===== src/rtl/rrw_pkg.sv =====
package rrw_pkg;
    typedef enum logic [1:0] {
        SC_REQ  = 2'd0,
        SC_HOLD = 2'd1,
        SC_REL  = 2'd2
    } scan_st_e;
endpackage


===== src/rtl/rrw_regs.sv =====
module rrw_regs #(
    parameter int NUM_CH    = 16,
    parameter int DW        = 10,
    parameter int NUM_MODES = 2,
    parameter int MIN_LEN   = 5,
    parameter int MAX_LEN   = 14,
    parameter int ADDR_W    = 7,
    parameter int WD_W      = 16,
    localparam int CH_W     = $clog2(NUM_CH),
    localparam int MODE_W   = (NUM_MODES > 1) ? $clog2(NUM_MODES) : 1,
    localparam int POS_W    = $clog2(MAX_LEN),
    localparam int LEN_W    = $clog2(MAX_LEN + 1)
) (
    input  logic              clk,
    input  logic              rst_n,
    input  logic              we_i,
    input  logic [ADDR_W-1:0] addr_i,
    input  logic [WD_W-1:0]   wdata_i,
    input  logic [MODE_W-1:0] lk_mode_i,
    input  logic [POS_W-1:0]  lk_pos_i,
    output logic [CH_W-1:0]   lk_ch_o,
    output logic [DW-1:0]     lo_o,
    output logic [DW-1:0]     hi_o,
    output logic [LEN_W-1:0]  len_o,
    output logic [MODE_W-1:0] mode_req_o,
    output logic [NUM_CH-1:0] ien_o,
    output logic [NUM_CH-1:0] clr_o
);
    localparam int LO_BASE   = 0;
    localparam int HI_BASE   = NUM_CH;
    localparam int LIST_BASE = 2 * NUM_CH;
    localparam int LEN_BASE  = LIST_BASE + NUM_MODES * NUM_CH;
    localparam int MODE_ADDR = LEN_BASE + NUM_MODES;
    localparam int IEN_ADDR  = MODE_ADDR + 1;
    localparam int CLR_ADDR  = MODE_ADDR + 2;

    typedef struct packed {
        logic [NUM_CH-1:0][DW-1:0]                   lo;
        logic [NUM_CH-1:0][DW-1:0]                   hi;
        logic [NUM_MODES-1:0][MAX_LEN-1:0][CH_W-1:0] lst;
        logic [NUM_MODES-1:0][LEN_W-1:0]             len;
        logic [MODE_W-1:0]                           mode;
        logic [NUM_CH-1:0]                           ien;
    } regs_t;

    regs_t r_d, r_q;

    function automatic regs_t reg_reset();
        regs_t v;
        v = '0;
        for (int c = 0; c < NUM_CH; c++) v.hi[c] = '1;
        for (int m = 0; m < NUM_MODES; m++) begin
            v.len[m] = LEN_W'(MAX_LEN);
            for (int p = 0; p < MAX_LEN; p++) v.lst[m][p] = CH_W'(p % NUM_CH);
        end
        return v;
    endfunction

    function automatic logic [LEN_W-1:0] clamp_len(input logic [WD_W-1:0] v);
        if (v < WD_W'(MIN_LEN)) return LEN_W'(MIN_LEN);
        if (v > WD_W'(MAX_LEN)) return LEN_W'(MAX_LEN);
        return v[LEN_W-1:0];
    endfunction

    always_comb begin
        r_d   = r_q;
        clr_o = '0;
        if (we_i) begin
            for (int c = 0; c < NUM_CH; c++) begin
                if (addr_i == ADDR_W'(LO_BASE + c)) r_d.lo[c] = wdata_i[DW-1:0];
                if (addr_i == ADDR_W'(HI_BASE + c)) r_d.hi[c] = wdata_i[DW-1:0];
            end
            for (int m = 0; m < NUM_MODES; m++) begin
                for (int p = 0; p < MAX_LEN; p++) begin
                    if (addr_i == ADDR_W'(LIST_BASE + m * NUM_CH + p))
                        r_d.lst[m][p] = wdata_i[CH_W-1:0];
                end
                if (addr_i == ADDR_W'(LEN_BASE + m)) r_d.len[m] = clamp_len(wdata_i);
            end
            if (addr_i == ADDR_W'(MODE_ADDR) && int'(wdata_i[MODE_W-1:0]) < NUM_MODES)
                r_d.mode = wdata_i[MODE_W-1:0];
            if (addr_i == ADDR_W'(IEN_ADDR)) r_d.ien = wdata_i[NUM_CH-1:0];
            if (addr_i == ADDR_W'(CLR_ADDR)) clr_o = wdata_i[NUM_CH-1:0];
        end
    end

    always_ff @(posedge clk or negedge rst_n) begin
        if (!rst_n) r_q <= reg_reset();
        else        r_q <= r_d;
    end

    assign lk_ch_o    = r_q.lst[lk_mode_i][lk_pos_i];
    assign lo_o       = r_q.lo[lk_ch_o];
    assign hi_o       = r_q.hi[lk_ch_o];
    assign len_o      = r_q.len[lk_mode_i];
    assign mode_req_o = r_q.mode;
    assign ien_o      = r_q.ien;

    // whatever was written, every stored length sits inside the window
    for (genvar m = 0; m < NUM_MODES; m++) begin : g_len_chk
        a_r9_len_clamped: assert property (@(posedge clk) disable iff (!rst_n)
            (we_i && addr_i == ADDR_W'(LEN_BASE + m)) |=>
            (r_q.len[m] >= LEN_W'(MIN_LEN) && r_q.len[m] <= LEN_W'(MAX_LEN)));
    end
endmodule


===== src/rtl/rrw_scan.sv =====
module rrw_scan
    import rrw_pkg::*;
#(
    parameter int NUM_CH    = 16,
    parameter int NUM_MODES = 2,
    parameter int MAX_LEN   = 14,
    localparam int CH_W     = $clog2(NUM_CH),
    localparam int MODE_W   = (NUM_MODES > 1) ? $clog2(NUM_MODES) : 1,
    localparam int POS_W    = $clog2(MAX_LEN),
    localparam int LEN_W    = $clog2(MAX_LEN + 1)
) (
    input  logic              clk,
    input  logic              rst_n,
    input  logic              gnt_i,
    input  logic              valid_i,
    input  logic [LEN_W-1:0]  len_i,
    input  logic [MODE_W-1:0] mode_req_i,
    input  logic [CH_W-1:0]   lk_ch_i,
    output logic              req_o,
    output logic              sel_en_o,
    output logic [CH_W-1:0]   ch_o,
    output logic              acc_o,
    output logic [MODE_W-1:0] mode_o,
    output logic [POS_W-1:0]  pos_o
);
    typedef struct packed {
        scan_st_e          st;
        logic [POS_W-1:0]  pos;
        logic [MODE_W-1:0] mode;
    } scan_t;

    scan_t s_d, s_q;
    logic  last_pos;

    assign last_pos = (LEN_W'(s_q.pos) + LEN_W'(1)) >= len_i;

    always_comb begin
        s_d   = s_q;
        acc_o = (s_q.st == SC_HOLD) && valid_i;
        case (s_q.st)
            SC_REQ:  if (gnt_i) s_d.st = SC_HOLD;
            SC_HOLD: if (valid_i) begin
                s_d.st = SC_REL;
                if (last_pos) begin
                    s_d.pos  = '0;
                    s_d.mode = mode_req_i;
                end else begin
                    s_d.pos = s_q.pos + POS_W'(1);
                end
            end
            default: s_d.st = SC_REQ;
        endcase
    end

    always_ff @(posedge clk or negedge rst_n) begin
        if (!rst_n) s_q <= '{st: SC_REQ, pos: '0, mode: '0};
        else        s_q <= s_d;
    end

    assign req_o    = (s_q.st != SC_REL);
    assign sel_en_o = (s_q.st == SC_HOLD);
    assign ch_o     = sel_en_o ? lk_ch_i : '0;
    assign mode_o   = s_q.mode;
    assign pos_o    = s_q.pos;

    a_r6_sel_granted: assert property (@(posedge clk) disable iff (!rst_n)
        sel_en_o |-> gnt_i);
    a_r7_req_gap: assert property (@(posedge clk) disable iff (!rst_n)
        acc_o |=> (!req_o ##1 req_o));
    a_r2_wrap_to_zero: assert property (@(posedge clk) disable iff (!rst_n)
        (acc_o && last_pos) |=> (s_q.pos == '0));
    a_r3_mode_steady: assert property (@(posedge clk) disable iff (!rst_n)
        !(acc_o && last_pos) |=> $stable(s_q.mode));
endmodule


===== src/rtl/rrw_judge.sv =====
module rrw_judge #(
    parameter int NUM_CH = 16,
    parameter int DW     = 10,
    localparam int CH_W  = $clog2(NUM_CH)
) (
    input  logic              clk,
    input  logic              rst_n,
    input  logic              acc_i,
    input  logic [CH_W-1:0]   ch_i,
    input  logic [DW-1:0]     sample_i,
    input  logic [DW-1:0]     lo_i,
    input  logic [DW-1:0]     hi_i,
    input  logic [NUM_CH-1:0] clr_i,
    input  logic [NUM_CH-1:0] ien_i,
    output logic [NUM_CH-1:0] status_o,
    output logic              irq_o
);
    typedef struct packed {
        logic [NUM_CH-1:0] stat;
    } judge_t;

    judge_t j_d, j_q;
    logic   outside;
    logic [NUM_CH-1:0] hit;

    always_comb begin
        outside     = (sample_i > hi_i) || (sample_i < lo_i);
        hit         = '0;
        hit[ch_i]   = acc_i && outside;
        j_d.stat    = (j_q.stat & ~clr_i) | hit;
    end

    always_ff @(posedge clk or negedge rst_n) begin
        if (!rst_n) j_q <= '0;
        else        j_q <= j_d;
    end

    assign status_o = j_q.stat;
    assign irq_o    = |(j_q.stat & ien_i);

    a_r4_above_sets: assert property (@(posedge clk) disable iff (!rst_n)
        (acc_i && sample_i > hi_i) |=> status_o[$past(ch_i)]);
    a_r4_below_sets: assert property (@(posedge clk) disable iff (!rst_n)
        (acc_i && sample_i < lo_i) |=> status_o[$past(ch_i)]);
    a_r5_sticky: assert property (@(posedge clk) disable iff (!rst_n)
        (clr_i == '0) |=> ((status_o & $past(status_o)) == $past(status_o)));
    a_r1_inside_quiet: assert property (@(posedge clk) disable iff (!rst_n)
        (acc_i && sample_i >= lo_i && sample_i <= hi_i && clr_i == '0) |=> $stable(status_o));
endmodule


===== src/rtl/rr_window_seq.sv =====
module rr_window_seq #(
    parameter int NUM_CH    = 16,
    parameter int DW        = 10,
    parameter int NUM_MODES = 2,
    parameter int MIN_LEN   = 5,
    parameter int MAX_LEN   = 14,
    parameter int ADDR_W    = 7,
    parameter int WD_W      = 16,
    localparam int CH_W     = $clog2(NUM_CH),
    localparam int MODE_W   = (NUM_MODES > 1) ? $clog2(NUM_MODES) : 1,
    localparam int POS_W    = $clog2(MAX_LEN),
    localparam int LEN_W    = $clog2(MAX_LEN + 1)
) (
    input  logic              clk,
    input  logic              rst_n,
    input  logic              reg_we,
    input  logic [ADDR_W-1:0] reg_addr,
    input  logic [WD_W-1:0]   reg_wdata,
    output logic              arb_req,
    input  logic              arb_gnt,
    output logic              sel_en,
    output logic [CH_W-1:0]   ch_sel,
    input  logic              smp_valid,
    input  logic [DW-1:0]     smp_data,
    output logic [NUM_CH-1:0] status,
    output logic              irq
);
    logic [MODE_W-1:0] act_mode, mode_req;
    logic [POS_W-1:0]  pos;
    logic [CH_W-1:0]   cur_ch;
    logic [DW-1:0]     lo_lim, hi_lim;
    logic [LEN_W-1:0]  cur_len;
    logic [NUM_CH-1:0] ien, clr;
    logic              acc;

    rrw_regs #(
        .NUM_CH(NUM_CH), .DW(DW), .NUM_MODES(NUM_MODES), .MIN_LEN(MIN_LEN),
        .MAX_LEN(MAX_LEN), .ADDR_W(ADDR_W), .WD_W(WD_W)
    ) u_regs (
        .clk(clk), .rst_n(rst_n), .we_i(reg_we), .addr_i(reg_addr), .wdata_i(reg_wdata),
        .lk_mode_i(act_mode), .lk_pos_i(pos), .lk_ch_o(cur_ch), .lo_o(lo_lim), .hi_o(hi_lim),
        .len_o(cur_len), .mode_req_o(mode_req), .ien_o(ien), .clr_o(clr)
    );

    rrw_scan #(
        .NUM_CH(NUM_CH), .NUM_MODES(NUM_MODES), .MAX_LEN(MAX_LEN)
    ) u_scan (
        .clk(clk), .rst_n(rst_n), .gnt_i(arb_gnt), .valid_i(smp_valid), .len_i(cur_len),
        .mode_req_i(mode_req), .lk_ch_i(cur_ch), .req_o(arb_req), .sel_en_o(sel_en),
        .ch_o(ch_sel), .acc_o(acc), .mode_o(act_mode), .pos_o(pos)
    );

    rrw_judge #(
        .NUM_CH(NUM_CH), .DW(DW)
    ) u_judge (
        .clk(clk), .rst_n(rst_n), .acc_i(acc), .ch_i(cur_ch), .sample_i(smp_data),
        .lo_i(lo_lim), .hi_i(hi_lim), .clr_i(clr), .ien_i(ien), .status_o(status), .irq_o(irq)
    );
endmodule


===== config.mk =====
export PLATFORM = sky130hd
export DESIGN_NAME = rr_window_seq
export DESIGN_NICKNAME = d
export VERILOG_FILES = /design/src/rtl/rrw_pkg.sv /design/src/rtl/rrw_regs.sv /design/src/rtl/rrw_scan.sv /design/src/rtl/rrw_judge.sv /design/src/rtl/rr_window_seq.sv
export SDC_FILE = /design/constraint.sdc
export NUM_CORES = 1
export LEC_CHECK = 0
export BUFFER_PORTS_ARGS = -buffer_cell sky130_fd_sc_hd__buf_2
export CORE_MARGIN = 2
export CORE_UTILIZATION = 45
export CTS_CLUSTER_SIZE = 25
export DETAILED_ROUTE_END_ITERATION = 10
export GPL_ROUTABILITY_DRIVEN = 1
export GPL_TIMING_DRIVEN = 0
export HOLD_SLACK_MARGIN = 0.06
export SLEW_MARGIN = 20
export SYNTH_ARGS = -nofsm -noshare
export SYNTH_HDL_FRONTEND = slang
export SYNTH_SLANG_ARGS = --single-unit

===== constraint.sdc =====
create_clock -name clk -period 5.9 [get_ports clk]
set_clock_uncertainty 0.1 [all_clocks]
set_input_delay 1.77 -clock clk [delete_from_list [all_inputs] [get_ports clk]]
set_output_delay 1.77 -clock clk [all_outputs]
set_load 0.01 [all_outputs]

==> flow_metrics.tcl, run 1 <==
set metrics [dict create \
    stdcell_area_sq_mm 0.0267 \
    viasPerCell 5.90 \
    totalWireLength_um 76500 \
    drive_gt1_share_pct 42.1 \
    area_growth_pct 15.1 \
    gp_congestion 0.925 \
    die_w_um 231 \
    synth_top_cell_area_share_pct 28.5 \
    hold_end "u_scan.s_q[5]$_DFFE_PN0P_" \
    critPathRequiredTime_ns 4.03 \
    synth_adder_area_share_pct 1.29 \
    synth-edff-count 0 \
    drtIter0Drc 1520 \
    synth_top_family_by_area "multiplexers" \
    stdcell_count 2912 \
    crit_type "reg -> out" \
    whs_ns 0.346 \
    num_vias 17200 \
    grt_overflow_total 0 \
    io_buffers 55 \
    core_area_sq_mm 0.0512 \
    cts_made_buffers 54 \
    rsz0062_at_grt "no" \
    grt_antenna_before_repair 1 \
    pwr_density_cell_mw_per_mm2 424 \
    max_freq_ghz 0.175 \
    hold_violations 0 \
    yosys.area_share.simple_pct 12.7 \
    dp_hpwl_um 54500 \
    start_util_pct 45.4 \
    whs_path_depth 1 \
    min_path_type "reg -> reg" \
    min-delay-start "u_scan.s_q[6]$_DFFE_PN0P_" \
    post_dp_cell_area_sq_mm 0.0246 \
    worstSetupEndpointType "primary output" \
    r2r_end "u_judge.status_o[11]$_DFF_PN0_" \
    worst_r2r_path_depth 19 \
    seq_area_frac_synth_pct 52.9 \
    status "finished, final reports clean" \
    yosys_warnings 0 \
    synth_cells 2063 \
    syn_nets 2125 \
    synth.most_common_cell "mux2_2" \
    layout.nets 2247 \
    grt_max_degree 93 \
    period_minus_slack_ns 5.72 \
    syn-cell-area_sq_mm 0.0232 \
    arrival_ns 3.85 \
    cts_hold_buf 0 \
    critPathLaunchType "flop" \
    yosysUniqueCellTypes 63 \
    grt_pass1_wl_um 114000 \
    maxSlewHeadroom_pct 23.1 \
    synth_area_per_cell_sq_um 11.3 \
    avgRoutedWirePerCell_um 26.3 \
    die_h_um 231 \
    grt_pass1_vias 17300 \
    synth_compound_area_share_pct 6.57 \
    critPathMaxFanout 10 \
    netlist_top_cells_area "dfrtp_1, dfstp_2, mux2_2" \
    peakVddDrop_uv 279 \
    finalSetupViolations 0 \
    htree_levels 2 \
    die-area_sq_mm 0.0534 \
    power_leakage_nw 11.8 \
    postRouteAntennaNets 0 \
    async_flop_share_pct 100 \
    worst_pin_slew_ns 1.15 \
    cts_tree "built" \
    dr.pass1.iters 5 \
    rows 83 \
    maxSlewViolCount 0 \
    fillCellCount 4525 \
    dp_cells 2807 \
    clkTransAtPathRegs_ns 0.06 \
    yosys-top-cells-count "mux2_2, nand2_1, dfrtp_1" \
    dominantRegCellSynth "dfrtp_1" \
    root_buffer "clkbuf_16" \
    drc 0 \
    r2r-start "u_scan.pos_o[0]$_DFFE_PN0P_" \
    synth_top_area_cell "dfrtp_1" \
    ys_seq_elements 480 \
    yosys-mux-area-fraction_pct 23.5 \
    r2r_slack_ns 0.19 \
    cts.path.max_buffers 3 \
    clk_latency_ns 0.62 \
    cts_sinks 480 \
    tns_ns 0 \
    final_util_pct 52.2 \
    ioPinCount 61 \
    maxCapViolCount 0 \
    synth-xor-area-share_pct 0.0754 \
    grtUsageTotal_pct 28.9 \
    fin_crit_sh_pct 96.9 \
]
==> area by class of cell <==
| class | count | area [sq um] | share of cell area [%] |
|---|---|---|---|
| timing repair buffer | 68 | 487 | 1.82 |
| sequential | 480 | 12300 | 45.9 |
| tap | 680 | 851 | 3.18 |
| inverter | 10 | 37.5 | 0.140 |
| multi-input combinational | 1424 | 10500 | 39.3 |
| clock inverter | 21 | 201 | 0.754 |
| clock buffer | 81 | 1670 | 6.26 |
| antenna | 1 | 2.50 | 0.00936 |
| buffer | 147 | 691 | 2.58 |
==> cell families (layout without fill, tap and decap cells) <==
group	count (synthesis)	in the layout
and+or+nand+nor	692	692
xor gates and xnor gates	2	2
AOI/OAI and AO/OA	236	236
other	0	1
muxes	470	470
adders and majority gates	24	24
buffers and inverters	159	327
DFF	480	480
==> report_power, final <==
part	internal [mW]	switching, mW	leakage (nW)
clock	2.09	1.43	0.943
combinational	1.27	2.67	5.05
sequential	3.69	0.206	5.82
total	7.04	4.30	11.8
==> critical path, cell delays in order (launching register included) <==
cell and delay, ns:
dfrtp_1 0.34, buf_6 0.15, buf_8 0.19, buf_6 0.21, buf_6 0.22, mux2i_1 0.27, a22oi_1 0.11, nand3_1 0.18
o311a_1 0.33, buf_4 0.27, buf_4 0.27, buf_2 0.35, nor2_1 0.12, buf_2 0.16
==> timing repair <==
action	4_1_cts	5_1_grt
pin swaps	2	4
buffers inserted	3	1
endpoints found under the setup margin	18	17
resized for setup	46	39
gates cloned	0	0
==> metal layers <==
layer	GRT usage (%)	vias to the layer above	wire length, um	part of all wire, %
met4	10.9	0	2930	3.8
met3	7.52	163	6290	8.2
met5	0	-	0	0
met1	38.1	8858	32100	42
li1	-	7496	-	-
met2	45.9	663	35200	46
==> state kept, by name, indices dropped and copies added (netlist names) <==
signal	flops
u_scan.mode_o	1
u_scan.pos_o	4
u_regs.ien_o	16
u_regs.mode_req_o	1
u_regs.r_q	440
u_judge.status_o	16
u_scan.s_q	2
==> placed cells by master (no fill, tap or decap), types with 7 or more instances in the layout <==
| cell | synthesis | layout |
|---|---|---|
| nand2b_1 | 8 | 8 |
| o22ai_1 | 22 | 16 |
| and3_1 | 38 | 38 |
| clkbuf_16 | 0 | 54 |
| inv_1 | 10 | 10 |
| a32oi_1 | 7 | 7 |
| o21ai_0 | 64 | 58 |
| buf_2 | 30 | 78 |
| clkbuf_8 | 0 | 22 |
| mux4_2 | 18 | 18 |
| nand2_1 | 355 | 353 |
| a21oi_1 | 12 | 12 |
| a31oi_1 | 40 | 39 |
| clkbuf_2 | 0 | 15 |
| nor2b_1 | 12 | 12 |
| o21ai_1 | 30 | 34 |
| nand3_1 | 56 | 56 |
| buf_4 | 3 | 19 |
| clkbuf_1 | 102 | 91 |
| clkinv_2 | 0 | 14 |
| ha_1 | 24 | 24 |
| mux2_2 | 430 | 430 |
| a221oi_2 | 0 | 10 |
| a22o_1 | 7 | 7 |
| nand4_1 | 8 | 8 |
| mux2i_1 | 22 | 21 |
| nor2_1 | 176 | 172 |
| dfrtp_1 | 264 | 263 |
| dfstp_2 | 216 | 216 |
| a221oi_1 | 22 | 12 |
==> stage by stage <==
step	worst slack, ns	power (mW)
2_1_floorplan	1.27	6.03
3_3_place_gp	-6.57	7.48
3_5_place_dp	-1.09	7.54
4_1_cts	0.0223	11.2
5_1_grt	0.00406	11.8
6_report	0.182	11.3
==> worst max path at each step <==
stage | startpoint | slack (ns) | depth (start not counted) | end
after floorplan | u_scan.mode_o$_DFFE_PN0P_ | 1.27 | 22 | u_judge.status_o[0]$_DFF_PN0_
final | u_scan.mode_o$_DFFE_PN0P_ | 0.18 | 13 | ch_sel[1]
after detailed placement | u_scan.pos_o[0]$_DFFE_PN0P_ | -1.09 | 20 | u_judge.status_o[4]$_DFF_PN0_
after CTS | u_scan.mode_o$_DFFE_PN0P_ | 0.02 | 25 | u_judge.status_o[4]$_DFF_PN0_
after global routing | u_scan.mode_o$_DFFE_PN0P_ | 0.004 | 26 | u_judge.status_o[11]$_DFF_PN0_
after global placement | rst_n | -6.57 | 1 | u_regs.r_q[123]$_DFFE_PN0P_
Power figures use the tool's default switching activity.
==> run 2, diff against run 1 <==
--- a/config.mk
+++ b/config.mk
@@ -13,6 +13,7 @@
 export GPL_ROUTABILITY_DRIVEN = 1
 export GPL_TIMING_DRIVEN = 0
 export HOLD_SLACK_MARGIN = 0.06
+export PLACE_DENSITY = 0.66
 export SLEW_MARGIN = 20
 export SYNTH_ARGS = -nofsm -noshare
 export SYNTH_HDL_FRONTEND = slang
==> run 2 against run 1 <==
  * Final area fell by 1.2%
  * Utilization fell by 0.61 points
  * Sequential share of layout area rose by 0.54 points
  * Count of clock-buffer cells in the layout did not move
  * Worst hold slack improved by 0.019 ns
  * Total power fell by 4.0%
  * Combinational power fell by 3%
  * Setup slack got worse by 0.015 ns
  * Largest power group is now registers
  * Critical path depth rose by 8
  * Non-clock buffer count did not move
  * Via count rose by 0.62%
  * Maximum frequency fell by 0.26%
==> flow_metrics.tcl, run 2 (synthesis results as in run 1) <==
set metrics [dict create \
    maxCapViolCount 0 \
    ioPinCount 61 \
    avgRoutedWirePerCell_um 25.4 \
    setup_ws_ns 0.167 \
    viasPerCell 5.96 \
    postRouteAntennaNets 0 \
    peakVddDrop_uv 223 \
    area_growth_pct 13.8 \
    critPathRequiredTime_ns 6.33 \
    dp_hpwl_um 53100 \
    hold_violations 0 \
    grtUsageTotal_pct 27.8 \
    totalWireLength_um 73800 \
    preCtsSetupSlack_ns -0.575 \
    cts_sinks 480 \
    worstSetupEndpointType "flop" \
    die_h_um 231 \
    finalSetupViolations 0 \
    gp_congestion 0.974 \
    rsz0062_at_grt "no" \
    io_buffers 55 \
    num_vias 17300 \
    start_util_pct 45.4 \
    clkTransAtPathRegs_ns 0.06 \
    cts_made_buffers 50 \
    met2_usage_pct 42.3 \
    maxSlewHeadroom_pct 22.0 \
    grt_pass1_wl_um 111000 \
    diodes 0 \
    htree_levels 2 \
    grt_antenna_before_repair 3 \
    min_path_type "reg -> reg" \
    die-area_sq_mm 0.0534 \
    arrival_ns 6.17 \
    cts.path.max_buffers 3 \
    critPathLaunchType "flop" \
    drive_gt1_share_pct 40.5 \
    grt_pass1_vias 17000 \
    power_leakage_nw 11.6 \
    final_cell_mix "mux2_2, nand2_1, dfrtp_1" \
    use_met1_pct 39.5 \
    final_util_pct 51.6 \
    layout_commonest_cell "mux2_2" \
    layout.nets 2243 \
    status "finished, final reports clean" \
    core_area_sq_mm 0.0512 \
    max_freq_ghz 0.174 \
    grt_overflow_total 0 \
    use_met3_pct 5.12 \
    fin_crit_sh_pct 97.2 \
    dr.pass1.iters 6 \
    period_minus_slack_ns 5.73 \
    rows 83 \
    maxSlewViolCount 0 \
    drc 0 \
    fillCellCount 4435 \
    root_buffer "clkbuf_16" \
    worst_pin_slew_ns 1.17 \
    die_w_um 231 \
    drtIter0Drc 1807 \
    pwr_density_cell_mw_per_mm2 412 \
    cts_tree "built" \
    crit_type "reg -> reg" \
    largest_reg_flops 440 \
    busiest_layer "met2" \
    clk_latency_ns 0.61 \
    grt_max_degree 103 \
    critPathMaxFanout 10 \
    regMostFlops "u_regs.r_q" \
]
## run 2: timing repair
| item | CTS | global route |
|---|---|---|
| buffers inserted | 2 | 1 |
| hold buffers | 0 | 0 |
| setup endpoints to repair | 17 | 16 |
| resized for setup | 35 | 36 |
| pin swaps | 1 | 2 |
## run 2: layout make-up
class	instances	area [sq um]	share of cell area, %
inverter	10	37.5	0.142
tap	680	851	3.22
sequential	480	12300	46.5
multi-input combinational	1424	10400	39.4
timing repair buffer	67	488	1.85
clock inverter	12	113	0.426
clock buffer	81	1530	5.80
buffer	148	699	2.65
## run 2: worst max-delay path, cell delays in order, from the launching register on
cell and delay [ns]:
dfrtp_1 0.34, buf_6 0.16, mux4_2 0.53, nor2b_1 0.15
or4_1 0.59, nand2_2 0.21, buf_4 0.25, buf_2 0.34
nand3_1 0.11, o21ai_1 0.21, o22ai_1 0.20, a221oi_1 0.27
ha_1 0.30, a21o_1 0.16, a21o_1 0.17, a21oi_1 0.16
o311ai_1 0.14, or3_4 0.41, a41oi_1 0.23, and3_1 0.22
o21a_1 0.22, a32o_1 0.19
## run 2: power by group
part / leakage [nW] / switching, mW / internal, mW / total [mW]
Clock: 0.801 / 1.33 / 1.86 / 3.19
Sequential: 5.82 / 0.200 / 3.69 / 3.89
Combinational: 5.03 / 2.56 / 1.26 / 3.81
## run 2: final timing paths
kind | start | end | slack, ns | cells after the start
worst max-delay path | u_scan.mode_o$_DFFE_PN0P_ | u_judge.status_o[13]$_DFF_PN0_ | 0.17 | 21
max in group asynchronous | rst_n | u_regs.r_q[108]$_DFFE_PN0P_ | 3.36 | 3
min in group asynchronous | rst_n | u_regs.r_q[333]$_DFFE_PN0P_ | 0.97 | 1
worst min-delay path | u_scan.s_q[6]$_DFFE_PN0P_ | u_scan.s_q[5]$_DFFE_PN0P_ | 0.36 | 1
worst max register to register | u_scan.mode_o$_DFFE_PN0P_ | u_judge.status_o[13]$_DFF_PN0_ | 0.17 | 21
worst min register to register | u_scan.s_q[6]$_DFFE_PN0P_ | u_scan.s_q[5]$_DFFE_PN0P_ | 0.36 | 1
## run 2: metal layers
layer	vias to the layer above	wire length, um
met2	726	32900
met5	-	0
met1	8897	32000
met4	0	3010
li1	7510	-
met3	153	5860
## run 2: stage by stage
step / area [sq um] / instances / hold WS, ns / TNS [ns] / power, mW
floorplan: 23200 / 2063 / 0.318 / 0 / 6.03
global placement: 24300 / 2798 / 0.331 / -2381.40 / 7.39
detailed placement: 24600 / 2807 / 0.349 / -7.79 / 7.45
CTS: 26300 / 2901 / 0.357 / 0 / 10.7
global route: 26400 / 2902 / 0.387 / 0 / 11.3
finish: 26400 / 2902 / 0.365 / 0 / 10.9
==> run 3, diff against run 2 <==
--- a/config.mk
+++ b/config.mk
@@ -6,7 +6,6 @@
 export NUM_CORES = 1
 export LEC_CHECK = 0
 export BUFFER_PORTS_ARGS = -buffer_cell sky130_fd_sc_hd__buf_2
-export CORE_MARGIN = 2
 export CORE_UTILIZATION = 45
 export CTS_CLUSTER_SIZE = 25
 export DETAILED_ROUTE_END_ITERATION = 10
==> run 3 against run 2 <==
  * Flip-flop and latch count stayed put
  * Sequential power hardly changed
  * Setup slack better by 0.0014 ns
  * Critical endpoint is now u_judge.status_o[12]$_DFF_PN0_
  * Count of clock-buffer cells in the layout is 3 lower
  * Non-clock buffer count stayed put
  * Final cell count is 0.28% lower
  * Die area is 1.7% lower
  * Critical path depth is 3 lower
  * Via count is 0.95% higher
  * Clock power is 3% higher
  * Total power is 0.74% higher
==> flow_metrics.tcl, run 3 (synthesis results as in run 1) <==
set metrics [dict create \
    status "finished, final reports clean" \
    hold_end "u_scan.s_q[5]$_DFFE_PN0P_" \
    grt_antenna_before_repair 3 \
    pwr_density_cell_mw_per_mm2 415 \
    crit_type "reg -> reg" \
    num_vias 17500 \
    critPathRequiredTime_ns 6.33 \
    worstSetupEndpointType "flop" \
    drtIter0Drc 1901 \
    cts_tree "built" \
    regMostFlops "u_regs.r_q" \
    hold_violations 0 \
    dp_hpwl_um 53000 \
    cts_sinks 480 \
    grt_max_degree 102 \
    start_util_pct 46.0 \
    root_buffer "clkbuf_16" \
    final_cell_mix "mux2_2, nand2_1, dfrtp_1" \
    grt_pass1_wl_um 110000 \
    finalSetupViolations 0 \
    maxCapViolCount 0 \
    grtUsageTotal_pct 28.0 \
    viasPerCell 6.03 \
    die_w_um 229 \
    cpLargestDelayFamily "compound AO/OA/AOI/OAI gates" \
    max_freq_ghz 0.174 \
    postRouteAntennaNets 0 \
    maxSlewViolCount 0 \
    grt_pass1_vias 17200 \
    io_buffers 55 \
    drc 0 \
    period_minus_slack_ns 5.73 \
    fillCellCount 4433 \
    rows 82 \
    multi_input_area_sq_mm 0.0104 \
    largest_reg_flops 440 \
    critPathMaxFanout 10 \
    drive_gt1_share_pct 40.9 \
    worst_pin_slew_ns 1.13 \
    r2r_end "u_judge.status_o[12]$_DFF_PN0_" \
    min_path_type "reg -> reg" \
    dr.pass1.iters 6 \
    die-area_sq_mm 0.0525 \
    maxSlewHeadroom_pct 24.6 \
    register_area_sq_mm 0.0123 \
    clk_latency_ns 0.60 \
    stdcell_count 2894 \
    gp_congestion 0.999 \
    die_h_um 229 \
    worst_r2r_path_depth 18 \
    cts_made_buffers 50 \
    peakVddDrop_uv 248 \
    power_leakage_nw 11.7 \
    whs_path_depth 1 \
    critPathLaunchType "flop" \
    path_common_cell "a21o_1" \
    arrival_ns 6.16 \
    r2r_slack_ns 0.17 \
    cts.path.max_buffers 3 \
    grt_overflow_total 0 \
    min-delay-start "u_scan.s_q[6]$_DFFE_PN0P_" \
    htree_levels 2 \
    ioPinCount 61 \
    r2r-start "u_scan.pos_o[0]$_DFFE_PN0P_" \
    area_growth_pct 14.0 \
    finalPower_mw 11.0 \
    critical-path-slowest-cell "clkbuf_1" \
    avgRoutedWirePerCell_um 25.2 \
    fin_crit_sh_pct 97.1 \
    cp_num_buf_inv 3 \
    totalWireLength_um 72900 \
    core_area_sq_mm 0.0505 \
    clkTransAtPathRegs_ns 0.06 \
    dp_cells 2799 \
    slowest_delay_ns 0.63 \
    path_cells "buf_4 -> buf_2 -> mux2i_1 -> a2111oi_1 -> a311oi_2 -> nor2_1 -> clkbuf_1 -> a221oi_1 -> ha_1 -> a21o_1 -> a21o_1 -> a21oi_1 -> o311ai_0 -> or3_4 -> a41oi_1 -> and3_1 -> o21a_1 -> a32o_1" \
    cts_hold_buf 0 \
    diodes 0 \
    layout.nets 2243 \
    layout_commonest_cell "mux2_2" \
]
-- run 3: cell types whose count changed in the layout (fill, tap and decap cells not counted), sizes merged --
| cell | change |
|---|---|
| buf | -1 |
| bufinv | +1 |
| clkbuf | -2 |
| clkinv | +1 |
| clkinvlp | -1 |
| inv | +2 |
-- run 3: area by class of cell --
| type | instances | area share [%] |
|---|---|---|
| timing repair buffer | 67 | 1.84 |
| multi-input combinational | 1424 | 39.3 |
| inverter | 10 | 0.142 |
| clock inverter | 15 | 0.601 |
| tap | 672 | 3.18 |
| sequential | 480 | 46.4 |
| buffer | 148 | 2.64 |
| clock buffer | 78 | 5.92 |
-- run 3: through the flow --
step / hold slack, ns / area [sq um] / utilization [%] / TNS [ns] / setup WS, ns
after CTS: 0.351 / 26300 / 52.2 / 0 / 0.00288
final: 0.351 / 26500 / 52.4 / 0 / 0.168
after global placement: 0.333 / 24300 / 48.2 / -2411.74 / -6.41
after global routing: 0.379 / 26500 / 52.4 / -0.00182 / -0.00182
after floorplan: 0.318 / 23200 / - / 0 / 1.27
after detailed placement: 0.345 / 24500 / 48.6 / -6.38 / -0.477
-- run 3: worst max-delay path by stage --
| stage | from | depth (start not counted) | endpoint | slack [ns] |
|---|---|---|---|---|
| 2_1_floorplan | u_scan.mode_o$_DFFE_PN0P_ | 22 | u_judge.status_o[0]$_DFF_PN0_ | 1.27 |
| 3_3_place_gp | rst_n | 1 | u_regs.r_q[361]$_DFFE_PN0P_ | -6.41 |
| 3_5_place_dp | u_scan.pos_o[0]$_DFFE_PN0P_ | 23 | u_judge.status_o[0]$_DFF_PN0_ | -0.48 |
| 4_1_cts | u_scan.mode_o$_DFFE_PN0P_ | 25 | u_judge.status_o[12]$_DFF_PN0_ | 0.003 |
| 5_1_grt | u_scan.mode_o$_DFFE_PN0P_ | 25 | u_judge.status_o[13]$_DFF_PN0_ | -0.002 |
| 6_report | u_scan.pos_o[0]$_DFFE_PN0P_ | 18 | u_judge.status_o[12]$_DFF_PN0_ | 0.17 |
-- run 3: what timing repair did --
action | 4_1_cts | 5_1_grt
buffers inserted | 2 | 1
setup endpoints to repair | 17 | 16
gates resized for setup | 23 | 50
pin swaps | 1 | 2
-- run 3: routing by layer --
layer	GRT usage, %	up-vias	wire length, um
li1	-	7477	-
met4	12.2	0	3360
met3	6.49	184	6330
met1	38.7	9005	30800
met5	0	-	0
met2	42.0	784	32400
-- run 3: power breakdown --
group	internal [mW]	total, mW	switching, mW
sequential	3.69	3.89	0.200
combinational	1.23	3.79	2.55
clock	1.95	3.29	1.34
total	6.88	11.0	4.09
